File: src/rtl/dma_regs_pkg.sv
package dma_regs_pkg;
  typedef enum logic [3:0] {
    SEL_PRESENT = 4'd0,
    SEL_QUEUED  = 4'd1,
    SEL_RUNNING = 4'd2,
    SEL_IRQ     = 4'd3,
    SEL_CSTAT   = 4'd4,
    SEL_START   = 4'd5,
    SEL_STOP    = 4'd6,
    SEL_CLEAR   = 4'd7,
    SEL_UPERM   = 4'd8,
    SEL_CHNUM   = 4'd9,
    SEL_CTRL    = 4'd10,
    SEL_ISTART  = 4'd11,
    SEL_ESTART  = 4'd12,
    SEL_IEND    = 4'd13,
    SEL_CTXID   = 4'd14,
    SEL_NONE    = 4'd15
  } reg_sel_e;

  localparam int UPERM_W   = 4;
  localparam int UP_CMD    = 0;
  localparam int UP_STAT_R = 1;
  localparam int UP_BANK_W = 2;
  localparam int UP_BANK_R = 3;
  localparam int BANK_REGS = 5;
  localparam int STAT_W    = 2;

  typedef struct packed {
    logic trap;
    logic wr_uperm;
    logic wr_chnum;
    logic wr_bank;
    logic cmd_start;
    logic cmd_stop;
    logic cmd_clear;
  } acc_dec_t;
endpackage

File: src/rtl/dma_acc_decode.sv
module dma_acc_decode
  import dma_regs_pkg::*;
#(
  parameter int NCH     = 2,
  parameter int CHNUM_W = 4
) (
  input  logic               req_i,
  input  logic               write_i,
  input  logic               user_i,
  input  logic [3:0]         sel_i,
  input  logic [UPERM_W-1:0] uperm_i,
  input  logic [CHNUM_W-1:0] chnum_i,
  output acc_dec_t           dec_o
);
  logic is_ro, is_cmd, is_bank_rw, is_glob_rw, is_none, banked;
  logic dir_bad, range_bad, priv_bad, ok;

  always_comb begin
    is_ro      = sel_i <= 4'(SEL_CSTAT);
    is_cmd     = sel_i >= 4'(SEL_START) && sel_i <= 4'(SEL_CLEAR);
    is_glob_rw = sel_i == 4'(SEL_UPERM) || sel_i == 4'(SEL_CHNUM);
    is_bank_rw = sel_i >= 4'(SEL_CTRL) && sel_i <= 4'(SEL_CTXID);
    is_none    = sel_i == 4'(SEL_NONE);
    banked     = sel_i == 4'(SEL_CSTAT) || is_cmd || is_bank_rw;

    dir_bad   = (is_ro && write_i) || (is_cmd && !write_i) || is_none;
    range_bad = banked && ({1'b0, chnum_i} >= (CHNUM_W+1)'(NCH));
    priv_bad  = user_i && (
                  (is_ro && !uperm_i[UP_STAT_R]) ||
                  (is_cmd && !uperm_i[UP_CMD]) ||
                  (is_bank_rw && write_i && !uperm_i[UP_BANK_W]) ||
                  (is_bank_rw && !write_i && !uperm_i[UP_BANK_R]) ||
                  (is_glob_rw && write_i));
    ok = req_i && !(dir_bad || range_bad || priv_bad);

    dec_o.trap      = req_i && !ok;
    dec_o.wr_uperm  = ok && write_i && sel_i == 4'(SEL_UPERM);
    dec_o.wr_chnum  = ok && write_i && sel_i == 4'(SEL_CHNUM);
    dec_o.wr_bank   = ok && write_i && is_bank_rw;
    dec_o.cmd_start = ok && sel_i == 4'(SEL_START);
    dec_o.cmd_stop  = ok && sel_i == 4'(SEL_STOP);
    dec_o.cmd_clear = ok && sel_i == 4'(SEL_CLEAR);
  end
endmodule

File: src/rtl/dma_chan_bank.sv
module dma_chan_bank
  import dma_regs_pkg::*;
#(
  parameter int DATA_W = 32
) (
  input  logic                             clk_i,
  input  logic                             rst_ni,
  input  logic                             wr_en_i,
  input  logic [2:0]                       wr_idx_i,
  input  logic [DATA_W-1:0]                wdata_i,
  input  logic                             clr_i,
  input  logic                             done_evt_i,
  input  logic                             err_evt_i,
  output logic [BANK_REGS-1:0][DATA_W-1:0] regs_o,
  output logic [STAT_W-1:0]                stat_o
);
  logic [BANK_REGS-1:0][DATA_W-1:0] regs_q;
  logic [STAT_W-1:0]                stat_q;

  always_ff @(posedge clk_i or negedge rst_ni) begin
    if (!rst_ni) begin
      regs_q <= '0;
    end else if (wr_en_i) begin
      for (int i = 0; i < BANK_REGS; i++)
        if (wr_idx_i == 3'(i)) regs_q[i] <= wdata_i;
    end
  end

  // events set after clear so a coincident event survives
  always_ff @(posedge clk_i or negedge rst_ni) begin
    if (!rst_ni) stat_q <= '0;
    else         stat_q <= (clr_i ? '0 : stat_q) | {err_evt_i, done_evt_i};
  end

  assign regs_o = regs_q;
  assign stat_o = stat_q;
endmodule

File: src/rtl/dma_bank_regs.sv
module dma_bank_regs
  import dma_regs_pkg::*;
#(
  parameter int NCH     = 2,
  parameter int CHNUM_W = 4,
  parameter int DATA_W  = 32
) (
  input  logic              clk_i,
  input  logic              rst_ni,
  input  logic              req_i,
  input  logic              write_i,
  input  logic              user_i,
  input  logic [3:0]        sel_i,
  input  logic [DATA_W-1:0] wdata_i,
  input  logic [NCH-1:0]    queued_i,
  input  logic [NCH-1:0]    running_i,
  input  logic [NCH-1:0]    irq_i,
  input  logic [NCH-1:0]    done_evt_i,
  input  logic [NCH-1:0]    err_evt_i,
  output logic              ack_o,
  output logic              trap_o,
  output logic [DATA_W-1:0] rdata_o,
  output logic [NCH-1:0]    start_o,
  output logic [NCH-1:0]    stop_o,
  output logic [NCH-1:0]    clr_o
);
  localparam int MIN_W = (NCH > CHNUM_W) ? NCH : CHNUM_W;

  logic [UPERM_W-1:0] uperm_q;
  logic [CHNUM_W-1:0] chnum_q;
  acc_dec_t           dec;
  logic [NCH-1:0]     ch_hit;
  logic [2:0]         bank_idx;

  logic [BANK_REGS-1:0][DATA_W-1:0] bank_regs [NCH];
  logic [STAT_W-1:0]                bank_stat [NCH];
  logic [BANK_REGS-1:0][DATA_W-1:0] cur_regs;
  logic [STAT_W-1:0]                cur_stat;
  logic [DATA_W-1:0]                rd_val;

  dma_acc_decode #(.NCH(NCH), .CHNUM_W(CHNUM_W)) u_dec (
    .req_i   (req_i),
    .write_i (write_i),
    .user_i  (user_i),
    .sel_i   (sel_i),
    .uperm_i (uperm_q),
    .chnum_i (chnum_q),
    .dec_o   (dec)
  );

  assign bank_idx = 3'(sel_i - 4'(SEL_CTRL));

  for (genvar c = 0; c < NCH; c++) begin : g_ch
    assign ch_hit[c] = chnum_q == CHNUM_W'(c);
    dma_chan_bank #(.DATA_W(DATA_W)) u_bank (
      .clk_i      (clk_i),
      .rst_ni     (rst_ni),
      .wr_en_i    (dec.wr_bank && ch_hit[c]),
      .wr_idx_i   (bank_idx),
      .wdata_i    (wdata_i),
      .clr_i      (dec.cmd_clear && ch_hit[c]),
      .done_evt_i (done_evt_i[c]),
      .err_evt_i  (err_evt_i[c]),
      .regs_o     (bank_regs[c]),
      .stat_o     (bank_stat[c])
    );
  end

  always_comb begin
    cur_regs = '0;
    cur_stat = '0;
    for (int c = 0; c < NCH; c++)
      if (ch_hit[c]) begin
        cur_regs = bank_regs[c];
        cur_stat = bank_stat[c];
      end
  end

  always_comb begin
    rd_val = '0;
    unique case (sel_i)
      4'(SEL_PRESENT): rd_val[NCH-1:0]     = '1;
      4'(SEL_QUEUED):  rd_val[NCH-1:0]     = queued_i;
      4'(SEL_RUNNING): rd_val[NCH-1:0]     = running_i;
      4'(SEL_IRQ):     rd_val[NCH-1:0]     = irq_i;
      4'(SEL_CSTAT):   rd_val[STAT_W-1:0]  = cur_stat;
      4'(SEL_UPERM):   rd_val[UPERM_W-1:0] = uperm_q;
      4'(SEL_CHNUM):   rd_val[CHNUM_W-1:0] = chnum_q;
      4'(SEL_CTRL), 4'(SEL_ISTART), 4'(SEL_ESTART), 4'(SEL_IEND), 4'(SEL_CTXID):
                       rd_val = cur_regs[bank_idx];
      default:         rd_val = '0;
    endcase
  end

  always_ff @(posedge clk_i or negedge rst_ni) begin
    if (!rst_ni) begin
      uperm_q <= '0;
      chnum_q <= '0;
    end else begin
      if (dec.wr_uperm) uperm_q <= wdata_i[UPERM_W-1:0];
      if (dec.wr_chnum) chnum_q <= wdata_i[CHNUM_W-1:0];
    end
  end

  always_ff @(posedge clk_i or negedge rst_ni) begin
    if (!rst_ni) begin
      ack_o   <= 1'b0;
      trap_o  <= 1'b0;
      rdata_o <= '0;
      start_o <= '0;
      stop_o  <= '0;
      clr_o   <= '0;
    end else begin
      ack_o   <= req_i;
      trap_o  <= dec.trap;
      rdata_o <= (req_i && !write_i && !dec.trap) ? rd_val : '0;
      start_o <= dec.cmd_start ? ch_hit : '0;
      stop_o  <= dec.cmd_stop  ? ch_hit : '0;
      clr_o   <= dec.cmd_clear ? ch_hit : '0;
    end
  end

  initial begin
    if (NCH < 2 || NCH > (1 << CHNUM_W) || DATA_W < MIN_W)
      $error("dma_bank_regs: bad parameters");
  end
endmodule

File: config.mk
export PLATFORM = sky130hd
export DESIGN_NAME = dma_bank_regs
export DESIGN_NICKNAME = d
export VERILOG_FILES = /design/src/rtl/dma_regs_pkg.sv /design/src/rtl/dma_acc_decode.sv /design/src/rtl/dma_chan_bank.sv /design/src/rtl/dma_bank_regs.sv
export SDC_FILE = /design/constraint.sdc
export NUM_CORES = 1
export LEC_CHECK = 0
export BUFFER_PORTS_ARGS = -buffer_cell sky130_fd_sc_hd__buf_4
export CORE_MARGIN = 1
export CORE_UTILIZATION = 48
export DETAILED_ROUTE_END_ITERATION = 8
export PLACE_DENSITY_LB_ADDON = 0.05
export SKIP_LAST_GASP = 1
export SYNTH_ARGS = -nofsm -noshare
export SYNTH_HDL_FRONTEND = slang
export SYNTH_SLANG_ARGS = --single-unit
File: constraint.sdc
create_clock -name clk_i -period 3.54 [get_ports clk_i]
set_clock_uncertainty 0.1 [all_clocks]
set_input_delay 0.177 -clock clk_i [delete_from_list [all_inputs] [get_ports clk_i]]
set_output_delay 0.177 -clock clk_i [all_outputs]
set_load 0.005 [all_outputs]
After elaboration in Yosys (flattened, before gate mapping) --
Cells that the tools add are included.
Operators by class: $add $sub $neg 1, multiply operators 0, div/mod/pow operators 0, $lt $le $gt $ge 7, eq/ne operators 20, shift operators 0, muxes and demuxes 15, bitwise operators 2, reductions and logical operators 61
Operators by type and width (number):
- two-way mux 160 bit | 2
- binary-select mux 32 bit (select 3 bit) | 1
- two-way mux 32 bit | 2
- equality test 4 bit (second input constant) | 8
- logical AND 1 bit | 28
- two-way mux 28 bit | 1
- AND reduction 2 bit | 10
- equality test 4 x 3 -> 1 bit (second input constant) | 4
- case mux 2 bit (8 select lines) | 1
- two-way mux 2 bit | 7
- logical OR 1 bit | 11
- equality test 4 x 1 -> 1 bit (second input constant) | 2
- equality test 4 x 2 -> 1 bit (second input constant) | 2
- less-or-equal comparator 4 x 3 -> 1 bit (second input constant) | 2
- logical NOT 1 bit | 8
- logical NOT 4 bit | 2
- equality test 3 x 2 -> 1 bit (second input constant) | 2
- case mux 2 bit (3 select lines) | 1
- OR reduction 5 bit | 1
- >= comparator 4 x 2 -> 1 bit (second input constant) | 1
- >= comparator 4 x 3 -> 1 bit (second input constant) | 1
- >= comparator 4 bit (second input constant) | 1
- less-or-equal comparator 4 bit (second input constant) | 1
- less-than comparator 3 x 4 -> 1 bit (second input constant) | 1
- other kinds (5) | 6
Word-level totals: register bits 372, bits in latches 0, bits in writable memories 0, memory bits (read-only) 0, bits of input ports 51, output and inout port bits 40, word-level logic and storage cells 126, memories kept 0

Depth between registers and ports, before layout --
Gate-level depths: netlist of the first run.
depth after elaboration 16, mapped depth 11, mapped depth without buffers 8

By module --
From an unflattened synthesis of the first run, not the netlist that was laid out.
Unflattened totals: cell total of the unflattened synthesis 1046, area total of the unflattened synthesis 16889.9 sq um
By module, submodules not included:
- dma_chan_bank | instances 2, cells an instance 348, area each 6223.5 sq um, seq. area each 4053.9 sq um
- dma_bank_regs | instances 1, cells an instance 313, area each 4186.5 sq um, seq. area each 1201.2 sq um
- dma_acc_decode | instances 1, cells an instance 37, area each 256.5 sq um, seq. area each 0.0 sq um

Worst setup path before layout of the first run --
Ideal clock, no wire load.
kind in2reg, start input port sel_i[2], end register g_ch[0].u_bank.regs_q (netlist bit g_ch[0].u_bank.regs_o[68]), library setup time 0.125 ns, arrival 2.509 ns, required time 3.315 ns, slack 0.807 ns, stages 8, buffers on the path 2, path through clkbuf_1 inv_1 ha_1 nor4_1 nand4_2 nor3_2 buf_2 mux2_2
Between the ends: word-level cells in the longest chain between the ends 15, elaborated cells between the ends (all ways) 41, classes of those cells add/sub (1); order compare (5); eq/ne (5); reduce/logical (30)
RTL lines:
- start, declared | line dma_bank_regs.sv:13 | input logic [3:0] sel_i,
- >= comparator 4 x 3 -> 1 bit (tied with other cells) | line dma_acc_decode.sv:20 | is_cmd = sel_i >= 4'(SEL_START) && sel_i <= 4'(SEL_CLEAR);
- logical AND 1 bit, on equally long branches | line dma_acc_decode.sv:20, dma_acc_decode.sv:22
- logical AND 1 bit, on equally long branches | line dma_acc_decode.sv:30, dma_acc_decode.sv:31
- logical OR 1 bit / logical AND 1 bit (equally long branches) | line dma_acc_decode.sv:29, dma_acc_decode.sv:31
- logical OR 1 bit | line dma_acc_decode.sv:30 | (is_cmd && !uperm_i[UP_CMD]) ||
- logical OR 1 bit | line dma_acc_decode.sv:31 | (is_bank_rw && write_i && !uperm_i[UP_BANK_W]) ||
- logical OR 1 bit | line dma_acc_decode.sv:32 | (is_bank_rw && !write_i && !uperm_i[UP_BANK_R]) ||
- logical AND 1 bit | line dma_acc_decode.sv:28 | priv_bad = user_i && (
- logical OR 1 bit | line dma_acc_decode.sv:34 | ok = req_i && !(dir_bad || range_bad || priv_bad);
- logical NOT 1 bit | line dma_acc_decode.sv:34
- logical AND 1 bit | line dma_acc_decode.sv:34
- logical AND 1 bit (2 in a row) | line dma_acc_decode.sv:39 | dec_o.wr_bank = ok && write_i && is_bank_rw;
- logical AND 1 bit | line dma_bank_regs.sv:58 | .wr_en_i (dec.wr_bank && ch_hit[c]),
- AND reduction 2 bit (no source line) *
- end signal, assigned by index | line dma_chan_bank.sv:25 | if (wr_idx_i == 3'(i)) regs_q[i] <= wdata_i;
- end, declared | line dma_chan_bank.sv:17 | logic [BANK_REGS-1:0][DATA_W-1:0] regs_q;
Every way passes the cells marked *; elsewhere a longest branch is shown, timed or not. A chain may end at the register's enable or synchronous reset.

Worst setup path in the final report of the first run --
start input port sel_i[2], end register g_ch[0].u_bank.regs_q (netlist bit g_ch[0].u_bank.regs_o[21])
Same word-level chain as after synthesis.

==> summary.md, run 1 <==
| Metric | Value |
|---|---|
| Status | `completed` |
| Root Driver | `clkbuf_16` |
| CTS tree | `done` |
| Critical Path Start Type | `primary input` |
| Drt pass-1 iters | `5` |
| Req. time, crit path | `3.84 ns` |
| Hold Fails Final Rpt | `0` |
| Fin cells | `~1.7k` |
| DP HPWL | `22.7 mm` |
| Synth top area cells | `dfrtp_1 55%, mux2_1 13%, mux4_2 8.0%, mux2_2 7.0%, mux2i_1 2.7%` |
| Via-to-Cell Ratio | `around 5.7` |
| Fill cell total of the finished layout | `2807` |
| Seq/Total Area, Yosys | `0.551` |
| Vias in the first global route | `10.4k` |
| Grt total ovfl | `0` |
| Die outline height | `around 190 um` |
| Maximum vdd drop | `350 uV` |
| Pint | `7.58 mW` |
| Initial Util | `0.488` |
| Leak pwr | `between 9 and 10 nW` |
| Share of cells above drive strength 1 | `0.320` |
| Worst-path fanout max | `23` |
| Register bit total from synthesis | `372` |
| Drt total wl | `~39 mm` |
| Rel. slew slack | `0.430` |
| Die width | `190 um` |
| F_max | `roughly 0.33 GHz` |
| Synth cell types | `55` |
| Crit. End Element | `flip-flop` |
| Synth Warn # | `0` |
| Mean Syn Cell Area | `about 15 um2` |
| Clock Pin Slew Worst Setup and Hold Paths | `0.06 ns` |
| Max Slew Vio Count | `0` |
| Crit path kind | `primary input to flip-flop` |
| Register Area | `9310 um2` |
| Setup TNS | `0 ns` |
| Synth Cell Area | `16900 um2` |
| Synth Flop Type | `dfrtp_1` |
| DP Cell Count | `1613` |
| Die area | `approximately 36000 um2` |
| Num rows | `between 60 and 70` |
| Number of top-level pins | `91` |
| Crit path time final | `3.08 ns` |
| First-pass GRT wire length | `63.1 mm` |
| Drt drc | `0` |
| DR iter-0 viols | `541` |
| H-tree Lvls | `2` |
| Total Routing Usage GR | `0.230` |
| Clock network power share | `0.419` |
| Wire per inst | `approximately 23 um` |
| Port Buffers | `90` |
| Worst slack at placement | `0.479 ns` |
| RSZ-0062 raised after global routing | `false` |
| Final setup margin | `0.464 ns` |
| Core Box Area | `34600 um2` |
| Inserted Clock Buffers | `42` |
| Seq pwr share | `0.467` |
| Crit path arrival time | `roughly 3.4 ns` |
| Fin Hold WS | `0.0860 ns` |
| Synth area leader | `dfrtp_1` |
| Post-Syn Nets | `1186` |
| Diode count | `0` |
| Number of synthesized flops with an enable pin | `0` |
| Synth-to-Final Area Change | `17.3%` |
| Worst Hold Class | `primary input to flip-flop` |
| Gate power share | `0.114` |
| Worst-Margin Slew | `0.855 ns` |
| Syn Inst Count | `1133` |
| Post-route clock period utilization | `0.869` |
| Top-area cell type share of the netlist area | `0.551` |
| Fin nets | `1297` |
| Net switching power figure | `roughly 2.4 mW` |
| Clock Latency Late Sink | `approximately 0.54 ns` |
| Antenna-violating nets left | `0` |
| Sw Ratio | `0.244` |
| Via count | `9842` |
| Bufs on Longest Clock Path | `3` |
| Setup violators final | `0` |
| Pwr dens | `roughly 500 nW/um2` |
| Initial antenna violation count | `0` |
| # resized after CTS | `0` |
| Fin util | `0.573` |
| Sink Count | `372` |
| GPL Wtd Cong | `0.859` |
| Ys async rst share | `1.00` |
| Area of the multi-input gates | `a little over 7000 um2` |
| Max-Cap Viols | `0` |
| Largest net degree at the start of global routing | `around 100` |
-- state kept, by name, summed over array words and instances, names as in the netlist, 2 cells and up --
register	count
stop_o	2
g_ch.u_bank.regs_o	320
clr_o	2
start_o	2
chnum_q	4
g_ch.u_bank.stat_o	4
uperm_q	4
rdata_o	32
-- layer usage --
layer,GRT usage,routed length (um)
met5,0,0
met4,0.0568,745
met3,0.0303,1210
met2,0.379,18900
met1,0.324,18400
-- critical path, cell delays in order --
cell and delay, ns:
dlygate4sd3_1 0.53, buf_4 0.20, inv_1 0.11, ha_1 0.30
nor4_1 0.56, nand4_2 0.40, nor4_4 0.27, buf_4 0.45
mux2_1 0.37
-- timing repair --
| item | CTS | global route |
|---|---|---|
| endpoints found under the hold margin | 438 | 0 |
| setup buffers | 0 | 0 |
| hold buffers | 42 | 0 |
-- power groups by stage --
stage | clock network, mW | registers (mW) | logic [mW]
after global placement | 0 | 4.75 | 1.12
final | 4.20 | 4.68 | 1.15
after CTS | 4.31 | 4.68 | 1.17
after floorplan | 0 | 4.68 | 0.760
after detailed placement | 0 | 4.76 | 1.13
after global routing | 4.48 | 4.72 | 1.24
-- path summary, 6_finish.rpt --
check / startpoint / endpoint / slack (ns) / cells after the start
worst max-delay path: sel_i[2] / g_ch[0].u_bank.regs_o[21]$_DFFE_PN0P_ / 0.46 / 9
worst min-delay path: sel_i[3] / start_o[0]$_DFF_PN0_ / 0.09 / 4
worst max register to register: chnum_q[1]$_DFFE_PN0P_ / g_ch[0].u_bank.regs_o[159]$_DFFE_PN0P_ / 0.76 / 7
worst min register to register: g_ch[0].u_bank.stat_o[1]$_DFF_PN0_ / g_ch[0].u_bank.stat_o[1]$_DFF_PN0_ / 0.38 / 1
max in group asynchronous: rst_ni / g_ch[0].u_bank.regs_o[157]$_DFFE_PN0P_ / 2.19 / 3
min in group asynchronous: rst_ni / clr_o[0]$_DFF_PN0_ / 0.12 / 2
-- kinds of logic after synthesis --
| logic type | synth area share |
|---|---|
| AND/OR/NAND/NOR | 0.0378 |
| flip-flops | 0.551 |
| multiplexers | 0.334 |
| AO/OA/AOI/OAI | 0.0432 |
| adder cells (fa/ha/maj) | 0.00207 |
| buffers and inverters | 0.0319 |
-- cell usage in the layout (no fill, tap or decap), drive strengths merged, types with 2 or more instances in the layout --
cell type    netlist  routed
dlygate4sd3        0      42
mux2             331     331
inv                7       8
and2              31      31
nor3               6       6
o211ai             2       2
a22oi             29      29
nor2              17      17
clkbuf            28      64
and3               3       3
mux2i             46      46
a221oi             2       2
o22ai             34      34
o21ai             10      10
a22o               3       3
or2                3       3
a21o               4       4
mux4              60      60
bufinv             0       2
clkinv             0       6
nand4              4       4
dfrtp            372     372
ha                 2       2
nand2b             3       3
nand3              9       9
buf               77     130
nand2             15      15
a21oi              9       9
nor4               8       8
o31ai              2       2
o21a               5       5
-- metrics by stage --
stage | power (mW) | area (um2)
after detailed placement | 5.88 | 18100
after global placement | 5.87 | 18100
after CTS | 10.2 | 19800
final | 10.0 | 19800
after global routing | 10.4 | 19800
after floorplan | 5.44 | 16900
-- synthesized netlist by cell type, types with 26 or more instances --
| cell | number |
|---|---|
| a22oi_1 | 29 |
| and2_1 | 31 |
| buf_1 | 31 |
| buf_2 | 26 |
| clkbuf_1 | 28 |
| dfrtp_1 | 372 |
| mux2_1 | 196 |
| mux2_2 | 105 |
| mux2_4 | 30 |
| mux2i_1 | 46 |
| mux4_2 | 60 |
| o22ai_1 | 34 |
-- area by class of cell --
cell class	count	share of cell area
sequential	372	0.470
multi-input combinational	649	0.359
timing repair buffer	172	0.0752
clock buffer	64	0.0613
tap	455	0.0287
clock inverter	9	0.00498
inverter	7	0.00133
No activity file was read; power rests on OpenSTA's default activity.
==> run 2, diff against run 1 <==
Clock period 3.54 ns to 3.5 ns, I/O delays scaled along.
==> summary.md, run 2 (synthesis results as in run 1) <==
| Metric | Value |
|---|---|
| Status | `completed` |
| Setup Fix Bufs, Post-CTS | `0` |
| Fin Hold WS | `0.0831 ns` |
| Max Slew Vio Count | `0` |
| Drt pass-1 iters | `5` |
| H-tree Lvls | `2` |
| First-pass GRT wire length | `63.1 mm` |
| Num rows | `between 60 and 70` |
| Metal-1 WL | `17.9 mm` |
| Setup violators final | `0` |
| Maximum vdd drop | `412 uV` |
| Antenna-violating nets left | `0` |
| Crit path arrival time | `3.41 ns` |
| Wire per inst | `22.6 um` |
| Clock Latency Late Sink | `0.55 ns` |
| Req. time, crit path | `between 3 and 4 ns` |
| Rel. slew slack | `0.537` |
| Die width | `190 um` |
| F_max | `0.324 GHz` |
| Initial Util | `0.488` |
| Met2 WL | `18.8 mm` |
| DR iter-0 viols | `498` |
| Clock Pin Slew Worst Setup and Hold Paths | `0.06 ns` |
| Initial antenna violation count | `0` |
| Share of cells above drive strength 1 | `0.322` |
| Inserted Clock Buffers | `41` |
| Synth-to-Final Area Change | `17.6%` |
| Hold Fails Final Rpt | `0` |
| Setup TNS | `0 ns` |
| Via count | `9873` |
| Core Box Area | `34600 um2` |
| Commonest non-fill, non-tap cell in the layout | `dfrtp_1` |
| Fill cell total of the finished layout | `between 2k and 3k` |
| CTS tree | `done` |
| Max reg flops | `320` |
| Crit. End Element | `flip-flop` |
| Crit path time final | `3.08 ns` |
| Worst Hold Class | `primary input to flip-flop` |
| Diode count | `0` |
| Root Driver | `clkbuf_16` |
| Pint | `7.65 mW` |
| Port Buffers | `90` |
| Die area | `about 36000 um2` |
| Final setup margin | `0.418 ns` |
| Post-route clock period utilization | `0.881` |
| GPL Wtd Cong | `around 0.86` |
| Worst-path fanout max | `25` |
| Total Routing Usage GR | `0.231` |
| Drt total wl | `39.0 mm` |
| Die outline height | `190 um` |
| Bufs on Longest Clock Path | `3` |
| Number of top-level pins | `just over 90` |
| Largest net degree at the start of global routing | `just over 80` |
| Sink Count | `between 300 and 400` |
| Worst slack at placement | `0.428 ns` |
| Total Power | `10.1 mW` |
| Fin nets | `1292` |
| Critical Path Start Type | `primary input` |
| Sw Ratio | `0.244` |
| Pwr dens | `509 nW/um2` |
| Clock network power share | `0.417` |
| Gate power share | `0.115` |
| Leak pwr | `between 9 and 10 nW` |
| Most frequent cells in the layout | `371 x dfrtp_1, 196 x mux2_1, 112 x buf_4, 105 x mux2_2, 60 x mux4_2` |
| Seq pwr share | `0.468` |
| Routed wire length on met3 | `1.40 mm` |
| Net switching power figure | `2.47 mW` |
| Worst-Margin Slew | `0.694 ns` |
| Drt drc | `0` |
| RSZ-0062 raised after global routing | `false` |
| Crit path kind | `primary input to flip-flop` |
| DP HPWL | `22.4 mm` |
| Grt total ovfl | `0` |
| Max-Cap Viols | `0` |
| Vias in the first global route | `10.5k` |
| Top Layer Used | `met4` |
| Via-to-Cell Ratio | `5.73` |
## run 2: changes by cell type in the layout (fill, tap and decap cells not counted), sizes merged
| cell | before | now |
|---|---|---|
| clkinvlp | 0 | 1 |
| buf | 130 | 126 |
| bufinv | 2 | 1 |
| clkinv | 6 | 8 |
| clkbuf | 64 | 62 |
## run 2: what timing repair did
action                                 4_1_cts  5_1_grt
endpoints found under the hold margin      411        0
resized for setup                            0        0
hold buffers                                42        0
## run 2: area by class of cell
cell class / instances / area (um2) / area share
inverters: 7 / 26.3 / 0.00132
flip-flops and latches: 372 / 9310 / 0.468
well taps: 455 / 569 / 0.0286
repair buffers: 168 / 1540 / 0.0773
multi-input cells: 649 / 7120 / 0.358
clock inverters: 11 / 86.3 / 0.00434
clock buffers: 62 / 1240 / 0.0622
## run 2: power groups by stage
stage | logic (mW) | clock network (mW) | registers [mW]
after floorplan | 0.769 | 0 | 4.73
after global placement | 1.12 | 0 | 4.81
after detailed placement | 1.14 | 0 | 4.81
after CTS | 1.18 | 4.35 | 4.74
after global routing | 1.26 | 4.51 | 4.78
final | 1.16 | 4.22 | 4.74
## run 2: through the flow
stage,std cells,instance area [um2],utilization
2_1_floorplan,1133,16900,-
3_3_place_gp,1609,18100,0.524
3_5_place_dp,1609,18100,0.524
4_1_cts,1724,19900,0.574
5_1_grt,1724,19900,0.574
6_report,1724,19900,0.574
## run 2: worst paths after layout
path / slack (ns) / endpoint / from / depth (start not counted)
setup / recovery: 0.42 / g_ch[0].u_bank.regs_o[19]$_DFFE_PN0P_ / sel_i[2] / 9
hold / removal: 0.08 / stop_o[0]$_DFF_PN0_ / sel_i[3] / 4
setup reg to reg: 0.63 / rdata_o[4]$_DFF_PN0_ / chnum_q[1]$_DFFE_PN0P_ / 7
hold reg to reg: 0.38 / g_ch[0].u_bank.stat_o[0]$_DFF_PN0_ / g_ch[0].u_bank.stat_o[0]$_DFF_PN0_ / 1
max in group asynchronous: 2.29 / g_ch[1].u_bank.regs_o[48]$_DFFE_PN0P_ / rst_ni / 3
min in group asynchronous: 0.10 / g_ch[1].u_bank.stat_o[0]$_DFF_PN0_ / rst_ni / 2
## run 2: metal layers
metal  up-vias  track usage
met5         -            0
met3        70       0.0304
met1      5195        0.325
li1       4390            -
met4         0       0.0738
met2       218        0.373
## run 2: critical path, cell delays in order
cell	delay, ns
dlygate4sd3_1	0.52
buf_4	0.20
inv_1	0.12
ha_1	0.30
nor4_1	0.56
nand4_2	0.41
nor4_4	0.27
buf_4	0.45
mux2_1	0.37
